===== config.mk =====
export PLATFORM = sky130hd
export DESIGN_NAME = seg_word_stack
export DESIGN_NICKNAME = d
export VERILOG_FILES = /design/src/rtl/segstk_pkg.sv /design/src/rtl/segstk_addr.sv /design/src/rtl/segstk_ptr.sv /design/src/rtl/segstk_seq.sv /design/src/rtl/seg_word_stack.sv
export SDC_FILE = /design/constraint.sdc
export NUM_CORES = 1
export LEC_CHECK = 0
export CORE_MARGIN = 3
export CORE_UTILIZATION = 60
export DETAILED_ROUTE_END_ITERATION = 10
export DONT_BUFFER_PORTS = 1
export PLACE_DENSITY = 0.72
export SLEW_MARGIN = 0
export SYNTH_ARGS = -nofsm -noshare
export SYNTH_HDL_FRONTEND = slang
export SYNTH_SLANG_ARGS = --single-unit
export TNS_END_PERCENT = 100

===== constraint.sdc =====
create_clock -name clk -period 8.2 [get_ports clk]
set_input_delay 0.41 -clock clk [delete_from_list [all_inputs] [get_ports clk]]
set_output_delay 0.41 -clock clk [all_outputs]
set_load 0.1 [all_outputs]

===== src/rtl/segstk_pkg.sv =====
package segstk_pkg;

   // Sequencer states of the word stack engine
   typedef enum logic [1:0] {
      ST_IDLE     = 2'd0,
      ST_PUSH     = 2'd1,
      ST_POP_RD   = 2'd2,
      ST_POP_TAIL = 2'd3
   } seq_state_t;

endpackage


===== src/rtl/segstk_addr.sv =====
// Physical address former: (segment << shift) + (offset + bias), truncated.
module segstk_addr #(
   parameter int SEG_W     = 16,
   parameter int OFS_W     = 16,
   parameter int SEG_SHIFT = 4,
   parameter int PHYS_W    = 20,
   parameter int BIAS_W    = 1
) (
   input  logic [SEG_W-1:0]  seg,
   input  logic [OFS_W-1:0]  ofs,
   input  logic [BIAS_W-1:0] bias,
   output logic [PHYS_W-1:0] phys
);

   logic [OFS_W-1:0]  eff_ofs;
   logic [PHYS_W-1:0] seg_base;

   // the byte offset wraps inside the segment before the base is added
   assign eff_ofs = ofs + OFS_W'(bias);

   generate
      if (SEG_SHIFT == 0) begin : g_flat
         assign seg_base = PHYS_W'(seg);
      end else begin : g_shifted
         assign seg_base = PHYS_W'(seg) << SEG_SHIFT;
      end
   endgenerate

   assign phys = seg_base + PHYS_W'(eff_ofs);

endmodule


===== src/rtl/segstk_ptr.sv =====
// Segment and offset registers with direct load and word stepping.
module segstk_ptr #(
   parameter int SEG_W = 16,
   parameter int OFS_W = 16,
   parameter int LD_W  = 16,
   parameter int STEP  = 2
) (
   input  logic             clk,
   input  logic             rst_n,
   input  logic             load_ok,
   input  logic             ld_seg,
   input  logic             ld_ofs,
   input  logic [LD_W-1:0]  ld_val,
   input  logic             step_dn,
   input  logic             step_up,
   output logic [SEG_W-1:0] seg_q,
   output logic [OFS_W-1:0] ofs_q
);

   localparam logic [OFS_W-1:0] STEP_V = OFS_W'(STEP);

   always_ff @(posedge clk or negedge rst_n) begin
      if (!rst_n) begin
         seg_q <= '0;
      end else if (ld_seg && load_ok) begin
         seg_q <= ld_val[SEG_W-1:0];
      end
   end

   always_ff @(posedge clk or negedge rst_n) begin
      if (!rst_n) begin
         ofs_q <= '0;
      end else if (ld_ofs && load_ok) begin
         ofs_q <= ld_val[OFS_W-1:0];
      end else if (step_dn) begin
         ofs_q <= ofs_q - STEP_V;
      end else if (step_up) begin
         ofs_q <= ofs_q + STEP_V;
      end
   end

endmodule


===== src/rtl/segstk_seq.sv =====
// Sequencer: turns one word operation into NBYTES ordered byte accesses.
module segstk_seq
   import segstk_pkg::*;
#(
   parameter int NBYTES = 2,
   parameter int BYTE_W = 8,
   parameter int IDX_W  = 1
) (
   input  logic                     clk,
   input  logic                     rst_n,
   input  logic                     push_req,
   input  logic                     pop_req,
   input  logic                     ld_any,
   input  logic [NBYTES*BYTE_W-1:0] push_data,
   input  logic [BYTE_W-1:0]        mem_rdata,
   output logic [NBYTES*BYTE_W-1:0] pop_data,
   output logic                     busy,
   output logic                     done,
   output logic                     load_ok,
   output logic                     step_dn,
   output logic                     step_up,
   output logic [IDX_W-1:0]         lane_idx,
   output logic                     mem_en,
   output logic                     mem_we,
   output logic [BYTE_W-1:0]        mem_wdata
);

   localparam int               WORD_W = NBYTES * BYTE_W;
   localparam logic [IDX_W-1:0] LAST   = IDX_W'(NBYTES - 1);

   seq_state_t        state_q;
   logic [IDX_W-1:0]  idx_q;
   logic              done_q;
   logic [WORD_W-1:0] wr_buf_q;
   logic              start_push;
   logic              start_pop;
   logic              cap_en;
   logic [IDX_W-1:0]  cap_lane;
   logic [BYTE_W-1:0] wr_lane [NBYTES];
   logic [BYTE_W-1:0] rd_lane_q [NBYTES];

   assign load_ok    = (state_q == ST_IDLE);
   assign start_push = load_ok && !ld_any && push_req;
   assign start_pop  = load_ok && !ld_any && !push_req && pop_req;

   always_ff @(posedge clk or negedge rst_n) begin
      if (!rst_n) begin
         state_q  <= ST_IDLE;
         idx_q    <= '0;
         done_q   <= 1'b0;
         wr_buf_q <= '0;
      end else begin
         done_q <= 1'b0;
         case (state_q)
            ST_IDLE: begin
               idx_q <= '0;
               if (start_push) begin
                  wr_buf_q <= push_data;
                  state_q  <= ST_PUSH;
               end else if (start_pop) begin
                  state_q <= ST_POP_RD;
               end
            end
            ST_PUSH: begin
               if (idx_q == LAST) begin
                  state_q <= ST_IDLE;
                  done_q  <= 1'b1;
                  idx_q   <= '0;
               end else begin
                  idx_q <= idx_q + 1'b1;
               end
            end
            ST_POP_RD: begin
               if (idx_q == LAST) begin
                  state_q <= ST_POP_TAIL;
               end else begin
                  idx_q <= idx_q + 1'b1;
               end
            end
            ST_POP_TAIL: begin
               state_q <= ST_IDLE;
               done_q  <= 1'b1;
               idx_q   <= '0;
            end
            default: state_q <= ST_IDLE;
         endcase
      end
   end

   // pointer moves: before a push, after the last read of a pop
   assign step_dn  = start_push;
   assign step_up  = (state_q == ST_POP_TAIL);

   assign busy     = !load_ok;
   assign done     = done_q;
   assign lane_idx = idx_q;
   assign mem_en   = (state_q == ST_PUSH) || (state_q == ST_POP_RD);
   assign mem_we   = (state_q == ST_PUSH);

   // read data arrives one cycle after its access
   assign cap_en   = ((state_q == ST_POP_RD) && (idx_q != '0)) ||
                     (state_q == ST_POP_TAIL);
   assign cap_lane = (state_q == ST_POP_TAIL) ? LAST : (idx_q - 1'b1);

   generate
      for (genvar j = 0; j < NBYTES; j++) begin : g_lane
         assign wr_lane[j] = wr_buf_q[j*BYTE_W +: BYTE_W];

         always_ff @(posedge clk or negedge rst_n) begin
            if (!rst_n) begin
               rd_lane_q[j] <= '0;
            end else if (cap_en && (cap_lane == IDX_W'(j))) begin
               rd_lane_q[j] <= mem_rdata;
            end
         end

         assign pop_data[j*BYTE_W +: BYTE_W] = rd_lane_q[j];
      end
   endgenerate

   assign mem_wdata = wr_lane[idx_q];

endmodule


===== src/rtl/seg_word_stack.sv =====
// Segmented word stack engine over a byte-wide synchronous memory.
module seg_word_stack #(
   parameter int DATA_W    = 16,
   parameter int BYTE_W    = 8,
   parameter int SEG_W     = 16,
   parameter int OFS_W     = 16,
   parameter int SEG_SHIFT = 4,
   parameter int PHYS_W    = 20,
   localparam int LD_W     = (SEG_W > OFS_W) ? SEG_W : OFS_W
) (
   input  logic              clk,
   input  logic              rst_n,
   input  logic              push_req,
   input  logic              pop_req,
   input  logic [DATA_W-1:0] push_data,
   output logic [DATA_W-1:0] pop_data,
   output logic              busy,
   output logic              done,
   input  logic              ld_seg,
   input  logic              ld_ofs,
   input  logic [LD_W-1:0]   ld_val,
   output logic [SEG_W-1:0]  top_seg,
   output logic [OFS_W-1:0]  top_ofs,
   output logic              mem_en,
   output logic              mem_we,
   output logic [PHYS_W-1:0] mem_addr,
   output logic [BYTE_W-1:0] mem_wdata,
   input  logic [BYTE_W-1:0] mem_rdata
);

   localparam int NBYTES = DATA_W / BYTE_W;
   localparam int IDX_W  = (NBYTES > 2) ? $clog2(NBYTES) : 1;

   generate
      if ((DATA_W % BYTE_W) != 0 || NBYTES < 2) begin : g_bad_word
         $error("seg_word_stack: DATA_W must be a multiple (>=2) of BYTE_W");
      end
      if (PHYS_W < OFS_W) begin : g_bad_phys
         $error("seg_word_stack: PHYS_W must cover the offset width");
      end
      if (NBYTES >= (1 << OFS_W)) begin : g_bad_step
         $error("seg_word_stack: word step exceeds offset range");
      end
   endgenerate

   logic             load_ok;
   logic             step_dn;
   logic             step_up;
   logic [IDX_W-1:0] lane_idx;

   segstk_seq #(
      .NBYTES (NBYTES),
      .BYTE_W (BYTE_W),
      .IDX_W  (IDX_W)
   ) i_seq (
      .clk       (clk),
      .rst_n     (rst_n),
      .push_req  (push_req),
      .pop_req   (pop_req),
      .ld_any    (ld_seg || ld_ofs),
      .push_data (push_data),
      .mem_rdata (mem_rdata),
      .pop_data  (pop_data),
      .busy      (busy),
      .done      (done),
      .load_ok   (load_ok),
      .step_dn   (step_dn),
      .step_up   (step_up),
      .lane_idx  (lane_idx),
      .mem_en    (mem_en),
      .mem_we    (mem_we),
      .mem_wdata (mem_wdata)
   );

   segstk_ptr #(
      .SEG_W (SEG_W),
      .OFS_W (OFS_W),
      .LD_W  (LD_W),
      .STEP  (NBYTES)
   ) i_ptr (
      .clk     (clk),
      .rst_n   (rst_n),
      .load_ok (load_ok),
      .ld_seg  (ld_seg),
      .ld_ofs  (ld_ofs),
      .ld_val  (ld_val),
      .step_dn (step_dn),
      .step_up (step_up),
      .seg_q   (top_seg),
      .ofs_q   (top_ofs)
   );

   segstk_addr #(
      .SEG_W     (SEG_W),
      .OFS_W     (OFS_W),
      .SEG_SHIFT (SEG_SHIFT),
      .PHYS_W    (PHYS_W),
      .BIAS_W    (IDX_W)
   ) i_addr (
      .seg  (top_seg),
      .ofs  (top_ofs),
      .bias (lane_idx),
      .phys (mem_addr)
   );

endmodule


## Word-level counts from Yosys, hierarchy flattened

Cells that the tools add are included.
W data, S select, Z words.

- Equality and inequality tests: 6
- Magnitude comparators: 1
- Add/subtract/negate cells: 6
- Bitwise operators: 2
- Reductions and logical operators: 20
- Mux-type cells: 17

Operator list:

| operator | count |
|---|---|
| $mux W16 | 3 |
| $mux W8 | 3 |
| $add A20 B16 Y20 | 1 |
| $add A16 B1 Y16 | 1 |
| $add A16 B2 Y16 const B | 1 |
| $sub A16 B2 Y16 const B | 1 |
| $logic_and A1 B1 Y1 | 9 |
| $mux W2 | 4 |
| $pmux W2 S4 | 1 |
| $eq A2 B2 Y1 const B | 2 |
| $mux W1 | 4 |
| $ne A2 B1 Y1 const B | 2 |
| $logic_not A1 Y1 | 3 |
| $logic_or A1 B1 Y1 | 3 |
| $ne A3 B3 Y1 const B | 1 |
| $pmux W1 S3 | 1 |
| $reduce_and A3 Y1 | 1 |
| $reduce_bool A3 Y1 | 1 |
| $eq A2 B1 Y1 const B | 1 |
| $ge A2 B2 Y1 const B | 1 |
| $logic_not A2 Y1 | 1 |
| $not A1 Y2 | 1 |
| $pmux W1 S2 | 1 |
| $reduce_and A2 Y1 | 1 |
| 4 further kinds | 4 |

- Bits of input ports: 46
- Register bits after elaboration: 68
- Output and inout bits: 80
- Word-level logic and storage cells: 60

## Logic depth before layout (Yosys ltp)

Gate-level depths: netlist of run 1.

- Depth in word-level cells: 8
- Depth in mapped cells: 14
- Mapped depth without buffers: 12

## Cells and area by module

Synthesis of run 1 repeated with hierarchy kept, for this count alone.

- Cells, all modules: 428
- Area total of the unflattened synthesis: 4519.3 um^2

By module, submodules not included:

| module | times used | cells an instance | sequential area each (um^2) | area each (um^2) |
|---|---|---|---|---|
| segstk_ptr | 1 | 204 | 800.8 | 1968.1 |
| segstk_seq | 1 | 101 | 900.9 | 1606.5 |
| segstk_addr | 1 | 122 | 0.0 | 938.4 |
| seg_word_stack | 1 | 1 | 0.0 | 6.3 |

## Least setup slack after synthesis of run 1

Ideal clock, no wire load.

- Kind: register -> output
- From: register i_ptr.ofs_q[3]
- To: output mem_addr[16]
- Data arrival time: 5.393 ns
- Stages on the path, launching flop included: 13
- Path slack: 2.397 ns
- Data required time: 7.790 ns
- Buffers on the path: 2
- Cells stage by stage: dfrtp_1 > clkbuf_1 > and3_1 > clkbuf_1 > nor2b_1 > and4_1 > xor2_1 > ha_1 > and3_1 > a221oi_1 > o211a_1 > nor2_1 > nor3_1

- Longest elaborated chain between the ends: 2

RTL lines:

| element | RTL line | source |
|---|---|---|
| start, declared | segstk_ptr.sv:17 | `output logic [OFS_W-1:0] ofs_q` |
| start signal, assigned | segstk_ptr.sv:34 | `ofs_q <= ld_val[OFS_W-1:0];` |
| start signal, assigned | segstk_ptr.sv:36 | `ofs_q <= ofs_q - STEP_V;` |
| start signal, assigned | segstk_ptr.sv:38 | `ofs_q <= ofs_q + STEP_V;` |
| $add A16 B1 Y16 | segstk_addr.sv:19 | `assign eff_ofs = ofs + OFS_W'(bias);` |
| $add A20 B16 Y20 | segstk_addr.sv:29 | `assign phys = seg_base + PHYS_W'(eff_ofs);` |
| end, declared | seg_word_stack.sv:26 | `output logic [PHYS_W-1:0] mem_addr,` |

Every way passes these cells.

## Final worst setup path of run 1

- From: register i_ptr.ofs_q[0]
- To: output mem_addr[14]

The elaborated chain is that of the path after synthesis.

==> results of run 1 <==
metrics by stage:
stage | hold WS (ns) | std cells | utilization, %
final | 0.160 | 550 | 71.5
after global routing | 0.159 | 550 | 71.5
after CTS | 0.156 | 550 | 71.5
after detailed placement | 0.116 | 532 | 67.8
after global placement | 0.116 | 532 | 67.8
after floorplan | 0.114 | 450 | -
path summary, 6_finish.rpt:
| kind | from | endpoint | depth (start not counted) |
|---|---|---|---|
| worst max register to register | i_seq.state_q[0]$_DFFE_PN0P_ | i_ptr.ofs_q[9]$_DFFE_PN0P_ | 10 |
| max in group asynchronous | rst_n | i_ptr.ofs_q[9]$_DFFE_PN0P_ | 2 |
| worst min register to register | i_seq.wr_buf_q[2]$_DFFE_PN0P_ | i_seq.wr_buf_q[2]$_DFFE_PN0P_ | 2 |
| min in group asynchronous | rst_n | i_seq.pop_data[0]$_DFFE_PN0P_ | 2 |
| worst min-delay path | push_data[5] | i_seq.wr_buf_q[5]$_DFFE_PN0P_ | 2 |
| worst max-delay path | i_ptr.ofs_q[0]$_DFFE_PN0P_ | mem_addr[14] | 11 |
cell families after synthesis:
group	count (synthesis)	share of synthesized area [%]
adders and majority gates	22	6.73
muxes	44	11.7
AOI/OAI and AO/OA	66	9.79
buffers and inverters	34	3.22
and+or+nand+nor	181	20.8
DFF	68	40.5
xor gates and xnor gates	35	7.29
sequential cells by signal (all words and copies together) (netlist names):
signal and count:
i_seq.lane_idx 1, i_seq.state_q 2, i_seq.wr_buf_q 16, i_seq.pop_data 16
i_seq.done 1, i_ptr.ofs_q 16, i_ptr.seg_q 16
what timing repair did:
action                    in CTS  in global routing
hold endpoints to repair      68                  0
setup buffers                  0                  0
hold buffers                   2                  0
resized for setup              0                  0
cells in the final DEF, fill, tap and decap left out, drive strengths merged, types with 2 or more instances in the layout:
master,n
nand2,91
dfrtp,68
mux2,41
o21ai,23
ha,21
xnor2,21
nor2,18
nand4,16
a21oi,16
buf,14
xor2,14
nand3,13
clkbuf,11
inv,11
nor3,9
o32ai,5
nor4,4
or3,4
and3,3
nor2b,3
and4,3
a21o,3
nand3b,3
mux2i,3
o21bai,3
and2,3
or4,3
a31o,2
and3b,2
o21a,2
a211oi,2
nand2b,2
o31ai,2
o22ai,2
clkinvlp,2
Yosys cell counts, types with 3 or more instances:
| cell type | n |
|---|---|
| and3_1 | 3 |
| nand3_1 | 13 |
| ha_1 | 21 |
| o32ai_1 | 5 |
| nor3_1 | 9 |
| a21oi_1 | 16 |
| o21ai_0 | 23 |
| inv_1 | 9 |
| o21bai_1 | 3 |
| nor2_1 | 18 |
| dfrtp_1 | 68 |
| nand4_1 | 16 |
| nand3b_1 | 3 |
| xnor2_1 | 21 |
| nand2_1 | 91 |
| xor2_1 | 14 |
| a21o_1 | 3 |
| and2_1 | 3 |
| or3_1 | 3 |
| mux2i_1 | 3 |
| clkbuf_1 | 22 |
| nor2b_1 | 3 |
| nor4_1 | 4 |
| mux2_2 | 41 |
| and4_1 | 3 |
final cells by class:
class	instances	area (µm²)	area share [%]
tap	93	116	2.48
clock inverter	6	71.3	1.52
sequential	68	1700	36.2
timing repair buffer	16	160	3.41
multi-input combinational	348	2480	52.7
clock buffer	10	138	2.93
inverter	9	33.8	0.719
per-layer routing:
metal / part of all wire (%) / vias to the layer above
met5: 0 / -
met1: 41 / 1617
met2: 50 / 129
met4: 1.0 / 0
li1: - / 1584
met3: 8.5 / 13
==> out/metrics.yaml, run 1 <==
global_route:
  gr-usage-met2_pct: 43.6
  met3_usage_pct: 8.03
  grt_pass1_vias: 3202
  grt_pass1_wl_mm: 15.8
  overflow: 0
  globalRouteMet1Util_pct: 31.8
  grt_antenna_before_repair: 0
  grt_max_degree: 69
  busiest_layer: "met2"
  grt_usage_pct: 25.7
setup_path:
  cp_slowest_stage_delay_ns: 0.97
  crit_buf_inv: 0
  crit_fanout: 5
  cp.arrival_ns: 5.00
  crit_path_frequent_cell: "ha_1"
  required_ns: 7.79
  crit_path_cell_trace: "ha_1, ha_1, nand3_1, xnor2_1, ha_1, fa_1, a21o_1, a221oi_1, o211a_1, nand2_1, xor2_2"
  timing.reg2reg.setup_slack_ns: 5.21
  worst_setup_path_start_kind: "register"
  cpMaxStageDelayCell: "dfrtp_1"
  endpoint_kind: "output pin"
  path_class: "register to output pin"
  critPathTopFamily: "adder cells"
layout:
  area_delta_synth_final_pct: 11.8
  num-nets-final: 520
  drive_gt1_share_pct: 19.9
  insertedDiodeCount: 0
  fillers: 504
  fin_area_um2: 4700
clock_tree:
  root_buffer: "clkbuf_8"
  cts_tree: "yes"
  cts_buffer_depth: 2
  path_clk_slew_ns: 0.08
  clock_sinks: 68
  cts_max_level: 3
  cts_buffers: 9
  clk_latency_ns: 0.35
detailed_routing:
  via_count: 3343
  drtPass1Iterations: 4
  wl_per_cell_um: 18.5
  drtIter0Drc: 254
  wirelength_mm: 10.2
  vias_per_cell: 6.08
  drc: 0
  drtAntennaViolNets: 0
yosys:
  yosys.area.top_type: "dfrtp_1"
  yosysTopAreaCellShare_pct: 40.5
  syn_area_um2: 4200
  synth-edff-count: 0
  ys_ff_latch: 68
  ys_types: 48
  synth-main-ff-cell: "dfrtp_1"
  syn_inst: 450
  seq_area_frac_synth_pct: 40.5
  synth-async-reset-ratio_pct: 100
  synth_fp_nets: 518
  synth_area_leaders: "dfrtp_1 40%, mux2_2 11%, nand2_1 8.1%, ha_1 6.3%, xnor2_1 4.4%"
  yosysWarnings: 0
  syn_area_per_cell_um2: 9.34
timing:
  setup_ws_ns: 2.79
  setup_viol: 0
  hold_viol: 0
  finalCriticalPeriod_ns: 5.41
  tightest_slew_ns: 1.21
  rsz0062_at_grt: "no"
  timing.final.max_slew_violations: 0
  fin_setup_tns_ns: 0
  fmax_mhz: 185
  period_share_pct: 66.0
  skew_ns: 0.00902
  slew_headroom_pct: 18.7
min_path:
  hold_class: "input pin to register"
placed_design:
  dp_slack_ns: 3.20
  port_buffers: 0
  placed_area_um2: 4450
  gp_congestion: 0.895
  place_hpwl_mm: 7.40
floorplanning:
  core_area_um2: 6570
  io_pins: 126
  die_y_um: 89.7
  die_x_um: 89.7
  start_util_pct: 64.0
  std_cell_rows: 29
  die_area_um2: 8050
run:
  maxCapViolations: 0
status:
  outcome: "complete, no violations"
Power of run 1 is left out: the tool's default activity adds up to more than one toggle a clock period on the data nets, which glitch-free logic cannot reach.
==> run 2, diff against run 1 <==
- clock period: 8.2 -> 5.2 ns (I/O delays scaled with it)
==> out/metrics.yaml, run 2 (synthesized netlist as in run 1, its figures left out) <==
setup_path:
  cpMaxStageDelayCell: "dfrtp_1"
  crit_buf_inv: 1
  crit_path_cell_trace: "ha_1, ha_1, nand3_1, xnor2_1, ha_1, fa_1, a21o_1, a221oi_1, o211a_1, and4b_1, nor3_4, buf_4"
  crit_path_frequent_cell: "ha_1"
  cp.arrival_ns: 4.15
  required_ns: 4.94
  endpoint_kind: "output pin"
  worst_setup_path_start_kind: "register"
  cp_slowest_stage_delay_ns: 0.67
  critPathTopFamily: "adder cells"
  crit_fanout: 13
  path_class: "register to output pin"
floorplanning:
  core_area_um2: 6570
  die_x_um: 89.7
  std_cell_rows: 29
  die_y_um: 89.7
  die_area_um2: 8050
  start_util_pct: 64.0
  io_pins: 126
detailed_routing:
  vias_per_cell: 6.06
  wl_per_cell_um: 17.7
  drtAntennaViolNets: 0
  drc: 0
  drtPass1Iterations: 5
  wirelength_mm: 10.0
  via_count: 3429
  drtIter0Drc: 285
layout:
  drive_gt1_share_pct: 22.4
  final_common_cell: "nand2_1"
  regArea_um2: 1700
  finalNonFillerCells: 566
  final_cell_mix: "91 x nand2_1, 68 x dfrtp_1, 41 x mux2_2"
  fillers: 495
  fin_area_um2: 4840
  num-nets-final: 536
  multi_input_area_um2: 2480
  insertedDiodeCount: 0
  area_delta_synth_final_pct: 15.1
global_route:
  grt_max_degree: 69
  grt_pass1_vias: 3453
  grt_pass1_wl_mm: 16.3
  grt_usage_pct: 26.1
  grt_antenna_before_repair: 0
  overflow: 0
timing:
  period_share_pct: 84.8
  tightest_slew_ns: 1.21
  setup_viol: 0
  rsz0062_at_grt: "no"
  fin_setup_tns_ns: 0
  finalCriticalPeriod_ns: 4.41
  skew_ns: 0.00954
  slew_headroom_pct: 18.7
  hold_viol: 0
  fmax_mhz: 227
  timing.final.max_slew_violations: 0
placed_design:
  placed_area_um2: 4560
  gp_congestion: 0.898
  port_buffers: 0
  place_hpwl_mm: 7.53
  place_inst: 548
min_path:
  hold_class: "input pin to register"
clock_tree:
  cts_buffer_depth: 2
  cts_setup_buffers: 0
  clock_sinks: 68
  cts_max_level: 3
  root_buffer: "clkbuf_8"
  cts_tree: "yes"
  clk_latency_ns: 0.34
  cts_buffers: 9
  path_clk_slew_ns: 0.08
status:
  outcome: "complete, no violations"
run:
  maxCapViolations: 0
run 2: layer usage:
layer | global-route usage [%] | up-vias | wire length (µm) | part of all wire, %
li1 | - | 1621 | - | -
met1 | 33.4 | 1655 | 4110 | 41
met2 | 44.3 | 144 | 4970 | 50
met3 | 5.93 | 9 | 872 | 8.7
met4 | 7.71 | 0 | 78 | 0.78
met5 | 0 | - | 0 | 0
run 2: worst paths after layout:
path | end | depth (start not counted) | slack, ns | startpoint
setup / recovery | mem_addr[16] | 12 | 0.79 | i_seq.lane_idx$_DFF_PN0_
hold / removal | i_seq.wr_buf_q[11]$_DFFE_PN0P_ | 2 | 0.02 | push_data[11]
setup reg to reg | i_ptr.ofs_q[9]$_DFFE_PN0P_ | 10 | 2.37 | i_seq.state_q[1]$_DFFE_PN0P_
hold reg to reg | i_seq.wr_buf_q[11]$_DFFE_PN0P_ | 2 | 0.47 | i_seq.wr_buf_q[11]$_DFFE_PN0P_
max in group asynchronous | i_ptr.ofs_q[9]$_DFFE_PN0P_ | 2 | 4.46 | rst_n
min in group asynchronous | i_seq.pop_data[2]$_DFFE_PN0P_ | 2 | 0.46 | rst_n
run 2: repair_timing:
item,4_1_cts,5_1_grt
hold buffers,2,0
hold endpoints to repair,68,0
resized for setup,0,0
run 2: metrics by stage:
step                      util [%]  setup slack [ns]  hold WS, ns
after floorplan                  -             0.147      -0.0356
after global placement        69.4              1.24      -0.0342
after detailed placement      69.4              1.15      -0.0342
after CTS                     73.7             0.765       0.0180
after global routing          73.7             0.553       0.0218
final                         73.7             0.791       0.0241
run 2: cell type report:
class / count / area share (%)
clock buffers: 10 / 2.64
flip-flops and latches: 68 / 35.2
clock inverters: 6 / 2.33
inverters: 9 / 0.698
multi-input cells: 348 / 51.3
repair buffers: 32 / 5.43
well taps: 93 / 2.41
Power of run 2 is left out for the same reason.
